## src/rtl/mcu_event_irq_pkg.sv

```systemverilog
package mcu_event_irq_pkg;

  // number of event sources handled by the register
  localparam int NUM_SRC = 3;

  // source indices: fixed, they select the enable/flag bit positions
  localparam int SRC_NOTBUSY = 0;
  localparam int SRC_ATTN    = 1;
  localparam int SRC_GP      = 2;

  // strobes from control to datapath
  typedef struct packed {
    logic               wrHit;
    logic               rdHit;
    logic [NUM_SRC-1:0] evtSet;
  } ctlStrobe_t;

endpackage

```

## src/rtl/mcu_event_irq_ctl.sv

```systemverilog
module mcu_event_irq_ctl
  import mcu_event_irq_pkg::*;
#(
  parameter int               ADDR_W   = 16,
  parameter logic [ADDR_W-1:0] REG_ADDR = 16'h0215
) (
  input  logic              clk,
  input  logic              rstN,
  input  logic [ADDR_W-1:0] busAddr,
  input  logic              busWrEn,
  input  logic              busRdEn,
  input  logic              mcuBusy,
  input  logic              mcuAttn,
  input  logic              mcuGpReq,
  output ctlStrobe_t        strb
);

  logic addrHit;
  logic busyQ;
  logic attnQ;

  assign addrHit = (busAddr == REG_ADDR);

  // previous-cycle copies of the status bits for edge detection
  always_ff @(posedge clk) begin
    if (!rstN) begin
      busyQ <= 1'b0;
      attnQ <= 1'b0;
    end else begin
      busyQ <= mcuBusy;
      attnQ <= mcuAttn;
    end
  end

  always_comb begin
    strb                     = '0;
    strb.wrHit               = busWrEn & addrHit;
    strb.rdHit               = busRdEn & addrHit;
    strb.evtSet[SRC_NOTBUSY] = busyQ & ~mcuBusy;   // busy 1 -> 0
    strb.evtSet[SRC_ATTN]    = ~attnQ & mcuAttn;   // attention 0 -> 1
    strb.evtSet[SRC_GP]      = mcuGpReq;           // level request
  end

endmodule

```

## src/rtl/mcu_event_irq_dp.sv

```systemverilog
module mcu_event_irq_dp
  import mcu_event_irq_pkg::*;
#(
  parameter int DATA_W  = 8,
  parameter int ENA_LSB = 0,
  parameter int FLG_LSB = 4
) (
  input  logic               clk,
  input  logic               rstN,
  input  ctlStrobe_t         strb,
  input  logic [DATA_W-1:0]  busWrData,
  output logic [DATA_W-1:0]  busRdData,
  output logic [NUM_SRC-1:0] enaQ,
  output logic [NUM_SRC-1:0] flagQ,
  output logic               hostIrq
);

  logic [DATA_W-1:0] rdByte;
  logic              unusedWrBits;

  // reserved write bits are dropped on purpose
  assign unusedWrBits = ^busWrData;

  always_ff @(posedge clk) begin
    if (!rstN)           enaQ <= '0;
    else if (strb.wrHit) enaQ <= busWrData[ENA_LSB +: NUM_SRC];
  end

  // one flag per source: event set beats write-zero clear
  for (genvar i = 0; i < NUM_SRC; i++) begin : g_flag
    always_ff @(posedge clk) begin
      if (!rstN)                                    flagQ[i] <= 1'b0;
      else if (strb.evtSet[i])                      flagQ[i] <= 1'b1;
      else if (strb.wrHit && !busWrData[FLG_LSB+i]) flagQ[i] <= 1'b0;
    end
  end

  always_ff @(posedge clk) begin
    if (!rstN) hostIrq <= 1'b0;
    else       hostIrq <= |(enaQ & flagQ);
  end

  always_comb begin
    rdByte                     = '0;
    rdByte[ENA_LSB +: NUM_SRC] = enaQ;
    rdByte[FLG_LSB +: NUM_SRC] = flagQ;
    busRdData                  = strb.rdHit ? rdByte : '0;
  end

endmodule

```

## src/rtl/mcu_event_irq_reg.sv

```systemverilog
module mcu_event_irq_reg
  import mcu_event_irq_pkg::*;
#(
  parameter int               ADDR_W   = 16,
  parameter logic [ADDR_W-1:0] REG_ADDR = 16'h0215,
  parameter int               DATA_W   = 8
) (
  input  logic              clk,
  input  logic              rstN,
  input  logic [ADDR_W-1:0] busAddr,
  input  logic              busWrEn,
  input  logic              busRdEn,
  input  logic [DATA_W-1:0] busWrData,
  output logic [DATA_W-1:0] busRdData,
  input  logic              mcuBusy,
  input  logic              mcuAttn,
  input  logic              mcuGpReq,
  output logic              hostIrq
);

  ctlStrobe_t         strb;
  logic [NUM_SRC-1:0] enaQ;
  logic [NUM_SRC-1:0] flagQ;

  mcu_event_irq_ctl #(.ADDR_W(ADDR_W), .REG_ADDR(REG_ADDR)) u_ctl (
    .clk      (clk),
    .rstN     (rstN),
    .busAddr  (busAddr),
    .busWrEn  (busWrEn),
    .busRdEn  (busRdEn),
    .mcuBusy  (mcuBusy),
    .mcuAttn  (mcuAttn),
    .mcuGpReq (mcuGpReq),
    .strb     (strb)
  );

  mcu_event_irq_dp #(.DATA_W(DATA_W)) u_dp (
    .clk       (clk),
    .rstN      (rstN),
    .strb      (strb),
    .busWrData (busWrData),
    .busRdData (busRdData),
    .enaQ      (enaQ),
    .flagQ     (flagQ),
    .hostIrq   (hostIrq)
  );

endmodule

```

## config.mk

```make
export PLATFORM = sky130hd
export DESIGN_NAME = mcu_event_irq_reg
export DESIGN_NICKNAME = d
export VERILOG_FILES = /design/src/rtl/mcu_event_irq_pkg.sv /design/src/rtl/mcu_event_irq_ctl.sv /design/src/rtl/mcu_event_irq_dp.sv /design/src/rtl/mcu_event_irq_reg.sv
export SDC_FILE = /design/constraint.sdc
export NUM_CORES = 1
export LEC_CHECK = 0
export BUFFER_PORTS_ARGS = -buffer_cell sky130_fd_sc_hd__buf_4
export CORE_UTILIZATION = 35
export CTS_CLUSTER_DIAMETER = 200
export CTS_CLUSTER_SIZE = 14
export DETAILED_ROUTE_END_ITERATION = 6
export PLACE_DENSITY = 0.83
export SYNTH_ARGS = -nofsm -noshare
export SYNTH_HDL_FRONTEND = slang
export SYNTH_SLANG_ARGS = --single-unit
```

## constraint.sdc

```tcl
create_clock -name clk -period 1.2 [get_ports clk]
set_input_delay 0 -clock clk [delete_from_list [all_inputs] [get_ports clk]]
set_output_delay 0 -clock clk [all_outputs]
set_load 0.05 [all_outputs]
```

=== Word level (Yosys, flattened, before mapping) ===
Index checks and enable logic that the tools add are counted.

* Flip-flop bits (word level): 9
* Word-level logic and storage cells: 32

* Equality and inequality tests: 1
* Multiplexer cells: 7
* Bitwise gates (word level): 7
* Reductions and logical operators: 10

{| class="wikitable"
|+ Operators by type and width
! operator !! count
|-
| $eq 16x10->1 const B || 1
|-
| $mux 7 || 1
|-
| $mux 1 || 6
|-
| $reduce_bool 2->1 || 3
|-
| $and 1x1->1 || 4
|-
| $and 3x3->3 || 1
|-
| $logic_and 1x1->1 || 3
|-
| $logic_not 1->1 || 3
|-
| $reduce_or 3->1 || 1
|-
| $not 1->1 || 2
|}

=== Longest topological paths before layout ===
Gate-level depths: netlist of the first run.

* Depth in word-level cells: 5
* Mapped depth: 5
* Mapped depth without buffers: 4

=== Cells and area by module ===
A second synthesis of the first run with hierarchy kept.

* Cells, all modules: 50
* Area, all modules: 471.7 µm²

{| class="wikitable"
|+ Modules (own cells, without submodules)
! module !! instances !! cells an instance !! area an instance (µm²) !! sequential area each (µm²)
|-
| mcu_event_irq_dp || 1 || 34 || 322.8 || 140.1
|-
| mcu_event_irq_ctl || 1 || 16 || 148.9 || 40.0
|}

=== Least setup slack after synthesis of the first run ===
No wires, ideal clock.

* Path kind: input -> register
* Start point: in busAddr[5]
* End point: reg u_dp.enaQ[0]
* Arrival: 900 ps
* Path slack: 229 ps
* Cell stages on the path: 5
* Path buffers: 1
* Cell sequence: nor4bb_1 > and4_4 > and2_4 > buf_6 > mux2i_1

* Word-level cells in the longest chain between the ends: 2

{| class="wikitable"
|+ RTL lines
! what !! RTL line !! source
|-
| from (decl) || mcu_event_irq_reg.sv:10 || <nowiki>input logic [ADDR_W-1:0] busAddr,</nowiki>
|-
| $eq 16x10->1 || mcu_event_irq_ctl.sv:22 || <nowiki>assign addrHit = (busAddr == REG_ADDR);</nowiki>
|-
| $and 1x1->1 || mcu_event_irq_ctl.sv:37 || <nowiki>strb.wrHit = busWrEn & addrHit;</nowiki>
|-
| to (signal assigned) || mcu_event_irq_dp.sv:26 || <nowiki>else if (strb.wrHit) enaQ <= busWrData[ENA_LSB +: NUM_SRC];</nowiki>
|-
| to (decl) || mcu_event_irq_dp.sv:13 || <nowiki>output logic [NUM_SRC-1:0] enaQ,</nowiki>
|}

No other way between the ends.
A chain may end at the register's enable or synchronous reset.

=== Worst setup path after layout of the first run ===
* Start point: in busAddr[14]
* End point: out busRdData[0]

* Word-level cells in the longest chain between the ends: 3

{| class="wikitable"
|+ RTL lines
! what !! RTL line !! source
|-
| $eq 16x10->1 || mcu_event_irq_ctl.sv:22 ||
|-
| $and 1x1->1 || mcu_event_irq_ctl.sv:38 || <nowiki>strb.rdHit = busRdEn & addrHit;</nowiki>
|-
| $mux 7 || mcu_event_irq_dp.sv:47 || <nowiki>busRdData = strb.rdHit ? rdByte : '0;</nowiki>
|-
| to (decl) || mcu_event_irq_reg.sv:14 || <nowiki>output logic [DATA_W-1:0] busRdData,</nowiki>
|}

No other way between the ends.

==> out/results.txt, run 1 <==
Clock Sinks: 9
Avg Vias per Cell: 4.76
Root Driver: clkbuf_4
GR Util met3: 10.5%
Max Cap Viol: 0
Worst Path Arrival: 1060 ps
area grow syn2layout: 68.6%
wire per inst: 12.2 µm
largest stage delay on the critical path: 290 ps
share of layout cells above drive strength 1: 54.4%
pins over their slew limit: 0
Die H: 38.5 µm
Max Clock Skew: 4.53 ps
worst-path cell chain: buf_4 > nor4b_2 > and4_4 > and3_2 > buf_4
# nets final: 122
dpl ws: 71.6 ps
H-tree Lvls: 1
Antenna diodes: 0
most common cell after layout, fill and taps aside: buf_4
Fin. Hold Viols: 0
CP required: 1200 ps
Mapped Cells: 50
total global routing track utilization: 19.9%
Rows: 12
R2R Setup Slk: 340 ps
Netlist Area Pre-Place: 467 µm²
via count: 495
fin crit share: 88.5%
CTS tree: yes
sequential area share after synthesis: 38.6%
fin worst setup slack: 138 ps
Slowest-stage cell, CP: and4_4
setup TNS: 0 ps
final setup violation count: 0
drt total wl: 1260 µm
Final min period: 1060 ps
drt initial violations: 16
Die Wd: 38.5 µm
Design Power: 0.673 mW
cell mode on critical path: buf_4
core area: 1170 µm²
Synth Register Bits: 9
CP max FO: 7
Pre-antenna DRT Iters: 4
max frequency: 942 MHz
grt met1 use: 20.9%
yosys warns: 0
Worst-Skew Late Latency: 260 ps
Clock transition at path regs: 60 ps
HP Class: input port to flop
pin count of the biggest net entering global routing: 13
CP Capture Type: primary output
CTS max path bufs: 2
initial antenna violation count: 0
DRC: 0
die area: 1480 µm²
PD cells: 856 nW/µm²
peak supply drop: 825 µV
met2 usage: 35.4%
count of cell types in the netlist: 19
WS Path Type: input port to primary output
vias in the first global route: 465
status: finished, final reports clean
global-route wire length before repair: 1970 µm
initial cell density of the core: 39.9%
CTS Buf Count: 3
I/O Buffers: 35
Ports: 40
Mapped Avg Cell Area: 9.33 µm²
grt total ovfl: 0
CP startpoint kind: input port
Leak Pwr: 0.376 nW
Final Util: 67.2%
RSZ-0062 raised after global routing: false
most frequent cells in the layout: buf_4 (35), dfxtp_1 (9), and3_2 (6), nand2_1 (6), dlygate4sd3_1 (4)
ANT nets after route: 0
GPL Wtd Cong: 0.685
busiest layer in global routing: met2
# fillers: 97
metal layers:
layer / vias up / wire length (µm)
met2: 22 / 685
met3: 0 / 81
met4: 0 / 0
met5: - / 0
met1: 221 / 497
li1: 252 / -
critical path, delay by kind of cell:
family | cells | cell delay, ps
simple gates | 3 | 750
buf+inv | 2 | 310
flip-flops by register name, summed over array words and instances (netlist names):
register	flops
u_dp.flagQ	3
u_ctl.attnQ	1
u_dp.hostIrq	1
u_dp.enaQ	3
u_ctl.busyQ	1
stage by stage:
stage	instances	hold WS (ps)	area [µm²]
after floorplan	51	122	470
after global placement	96	209	721
after detailed placement	96	213	721
after CTS	104	3.34	787
after global routing	104	7.61	787
final	104	0.134	787
kinds of logic after synthesis:
group	synth area share (%)
mux	6.43
simple gates	39.1
flops	38.6
other cells	0.804
buf+inv	6.43
compound gates	8.58
final timing paths:
path	end	cells after the start	from
max	busRdData[0]	5	busAddr[14]
max reg2reg	u_dp.hostIrq	2	u_dp.enaQ[2]
min	u_dp.flagQ[2]	3	busWrData[6]
min reg2reg	u_dp.enaQ[0]	2	u_dp.enaQ[0]
cell type report:
class                      instances  area [µm²]  area share [%]
clock buffer                       4        26.3            3.34
sequential                         9         180            22.9
tap                               14        17.5            2.23
timing repair buffer              39         303            38.5
multi-input combinational         38         260            33.1
repair_timing:
item | in CTS | in global routing
endpoints found under the setup margin | 0 | 0
endpoints found under the hold margin | 4 | 0
hold buffers | 4 | 0
buffers inserted | 0 | 0
gates resized for setup | 0 | 0
report_power, final:
| group | switching (mW) | internal, mW |
|---|---|---|
| sequential | 0.00612 | 0.309 |
| combinational | 0.0468 | 0.0799 |
| clock | 0.103 | 0.128 |
cells in the mapped netlist:
library cell | instances | area, µm²
dfxtp_1 | 9 | 180
mux2i_1 | 3 | 30.0
buf_4 | 2 | 15.0
and3_2 | 6 | 45.0
nor2_1 | 3 | 11.3
a21oi_1 | 3 | 15.0
o21ai_0 | 3 | 15.0
and2_1 | 2 | 12.5
nor4bb_1 | 1 | 10.0
clkbuf_1 | 1 | 3.75
a222oi_1 | 1 | 10.0
nand2_1 | 6 | 22.5
nor4b_2 | 2 | 30.0
nor4_2 | 1 | 12.5
conb_1 | 1 | 3.75
and4_4 | 1 | 11.3
and2_4 | 1 | 8.76
nor2b_1 | 3 | 18.8
buf_6 | 1 | 11.3
(Power assumes the default switching activity.)
==> run 2: changes to the inputs <==
--- a/config.mk
+++ b/config.mk
@@ -6,11 +6,14 @@
 export NUM_CORES = 1
 export LEC_CHECK = 0
 export BUFFER_PORTS_ARGS = -buffer_cell sky130_fd_sc_hd__buf_4
+export CAP_MARGIN = 20
+export CORE_MARGIN = 3
 export CORE_UTILIZATION = 35
 export CTS_CLUSTER_DIAMETER = 200
 export CTS_CLUSTER_SIZE = 14
 export DETAILED_ROUTE_END_ITERATION = 6
 export PLACE_DENSITY = 0.83
+export REMOVE_ABC_BUFFERS = 1
 export SYNTH_ARGS = -nofsm -noshare
 export SYNTH_HDL_FRONTEND = slang
 export SYNTH_SLANG_ARGS = --single-unit
==> run 2 against run 1 <==
The flow now finishes with violations (negative hold slack). Combinational power is essentially flat. Critical path depth is the same. Cell area is the same. Critical path type unchanged.
==> out/results.txt, run 2 (same netlist as run 1, synthesis figures left out) <==
status: finished, violations left
failing checks: negative hold slack
WS Path Type: input port to primary output
largest stage delay on the critical path: 300 ps (about the same)
Max Cap Viol: 0 (unchanged)
final setup violation count: 0 (unchanged)
Clock Sinks: 9 (unchanged)
Leak Pwr: 0.376 nW (unchanged)
H-tree Lvls: 1 (unchanged)
CP required: 1200 ps (about the same)
fin crit share: 88.5% (about the same)
ANT nets after route: 0 (unchanged)
Final Cell Area: 787 µm² (unchanged)
CTS tree: yes
initial cell density of the core: 39.9% (unchanged)
Worst-Skew Late Latency: 260 ps (about the same)
setup TNS: 0 ps (unchanged)
grt met1 use: 17.4% (-3.5 points)
wire per inst: 12.6 µm (+4.0%)
vias in the first global route: 476 (+2.4%)
worst-path cell chain: buf_4 > nor4bb_1 > and4_4 > and3_2 > buf_4
CP startpoint kind: input port
Antenna diodes: 0 (unchanged)
area grow syn2layout: 68.6% (unchanged)
Rows: 12 (unchanged)
# nets final: 122 (unchanged)
GR Util met3: 6.44% (-4.0 points)
met2 usage: 26.4% (-9.0 points)
I/O Buffers: 35 (unchanged)
Final min period: 1060 ps (+0.635 ps)
grt total ovfl: 0 (unchanged)
Avg Vias per Cell: 4.72 (-0.81%)
critical path launch point: busAddr[5]
die area: 1810 µm² (+22%)
r2r startpoint: u_dp.enaQ[2]
Design Power: 0.671 mW (-0.33%)
Pre-antenna DRT Iters: 5 (+1)
hold path cells: 3 (unchanged)
post-CTS setup buffer count: 0 (unchanged)
drt total wl: 1320 µm (+4.0%)
drt initial violations: 14 (-2)
global-route wire length before repair: 2080 µm (+5.6%)
CTS Buf Count: 3 (unchanged)
RSZ-0062 raised after global routing: false
R2R cell count: 2 (unchanged)
pin count of the biggest net entering global routing: 13 (unchanged)
Root Driver: clkbuf_4
CP max FO: 7 (unchanged)
core area: 1170 µm² (unchanged)
area of the multi-input gates: 260 µm² (unchanged)
max frequency: 941 MHz (about the same)
top flop regs: u_dp.enaQ (3), u_dp.flagQ (3)
CP Capture Type: primary output
busiest layer in global routing: met2
Placed Area: 721 µm² (unchanged)
CTS max path bufs: 2 (unchanged)
initial antenna violation count: 0 (unchanged)
most frequent cells in the layout: buf_4 (35), dfxtp_1 (9), and3_2 (6), nand2_1 (6), dlygate4sd3_1 (4)
# fillers: 103 (+6.2%)
most common cell after layout, fill and taps aside: buf_4
worst hold slack: -2.42 ps (-2.55 ps)
DRC: 0 (unchanged)
share of layout cells above drive strength 1: 54.4% (unchanged)
Seq. cell area: 180 µm² (unchanged)
hold_sp: busWrData[6]
via count: 491 (-0.81%)
total global routing track utilization: 15.1% (-4.7 points)
Slowest-stage cell, CP: and4_4
Worst Path Arrival: 1060 ps (about the same)
PD cells: 853 nW/µm² (-0.33%)
GPL Wtd Cong: 0.701 (+2.4%)
Die H: 42.5 µm (+10%)
Ports: 40 (unchanged)
peak supply drop: 626 µV (-24%)
Die Wd: 42.5 µm (+10%)
Fin. Hold Viols: 1 (+1)
Max Clock Skew: 3.99 ps (-0.545 ps)
pins over their slew limit: 0 (unchanged)
HP Class: input port to flop
Clock transition at path regs: 60 ps (about the same)
post-DP HPWL: 1020 µm
cell mode on critical path: buf_4
run 2: cell type report:
class / count / share of cell area (%)
clock buffer: 4 / 3.34
sequential: 9 / 22.9
timing repair buffer: 39 / 38.5
tap: 14 / 2.23
multi-input combinational: 38 / 33.1
run 2: stage by stage:
step                      hold WS (ps)  setup WS [ps]  util, %  std cells
after floorplan                    122            287        -         47
after global placement             210           73.7     61.5         96
after detailed placement           216           63.5     61.5         96
after CTS                       0.0935            122     67.2        104
after global routing              4.70           63.6     67.2        104
final                            -2.42            138     67.2        104
run 2: worst paths after layout:
path	end	slack (ps)
hold reg to reg	u_dp.enaQ[0]	470
hold / removal	u_dp.flagQ[2]	-2
setup / recovery	busRdData[1]	140
setup reg to reg	u_dp.hostIrq	340
run 2: report_power, final:
group | internal (mW) | total [mW] | switching (mW) | leakage (nW)
combinational | 0.0799 | 0.127 | 0.0476 | 0.287
clock | 0.128 | 0.228 | 0.100 | 0.0150
sequential | 0.309 | 0.316 | 0.00625 | 0.0738
run 2: worst max-delay path: cells and delay by family:
| family | cells | cell delay (ps) |
|---|---|---|
| buf+inv | 2 | 300 |
| simple gates | 3 | 760 |
run 2: timing repair:
action / CTS / global route
hold buffers: 4 / 0
gates resized for setup: 0 / 0
hold endpoints to repair: 4 / 0
run 2: routing by layer:
| metal | routed length [µm] | vias up | part of all wire, % |
|---|---|---|---|
| met5 | 0 | - | 0 |
| met4 | 0 | 0 | 0 |
| met3 | 80 | 0 | 6.1 |
| met2 | 731 | 19 | 56 |
| met1 | 503 | 218 | 38 |
| li1 | - | 254 | - |
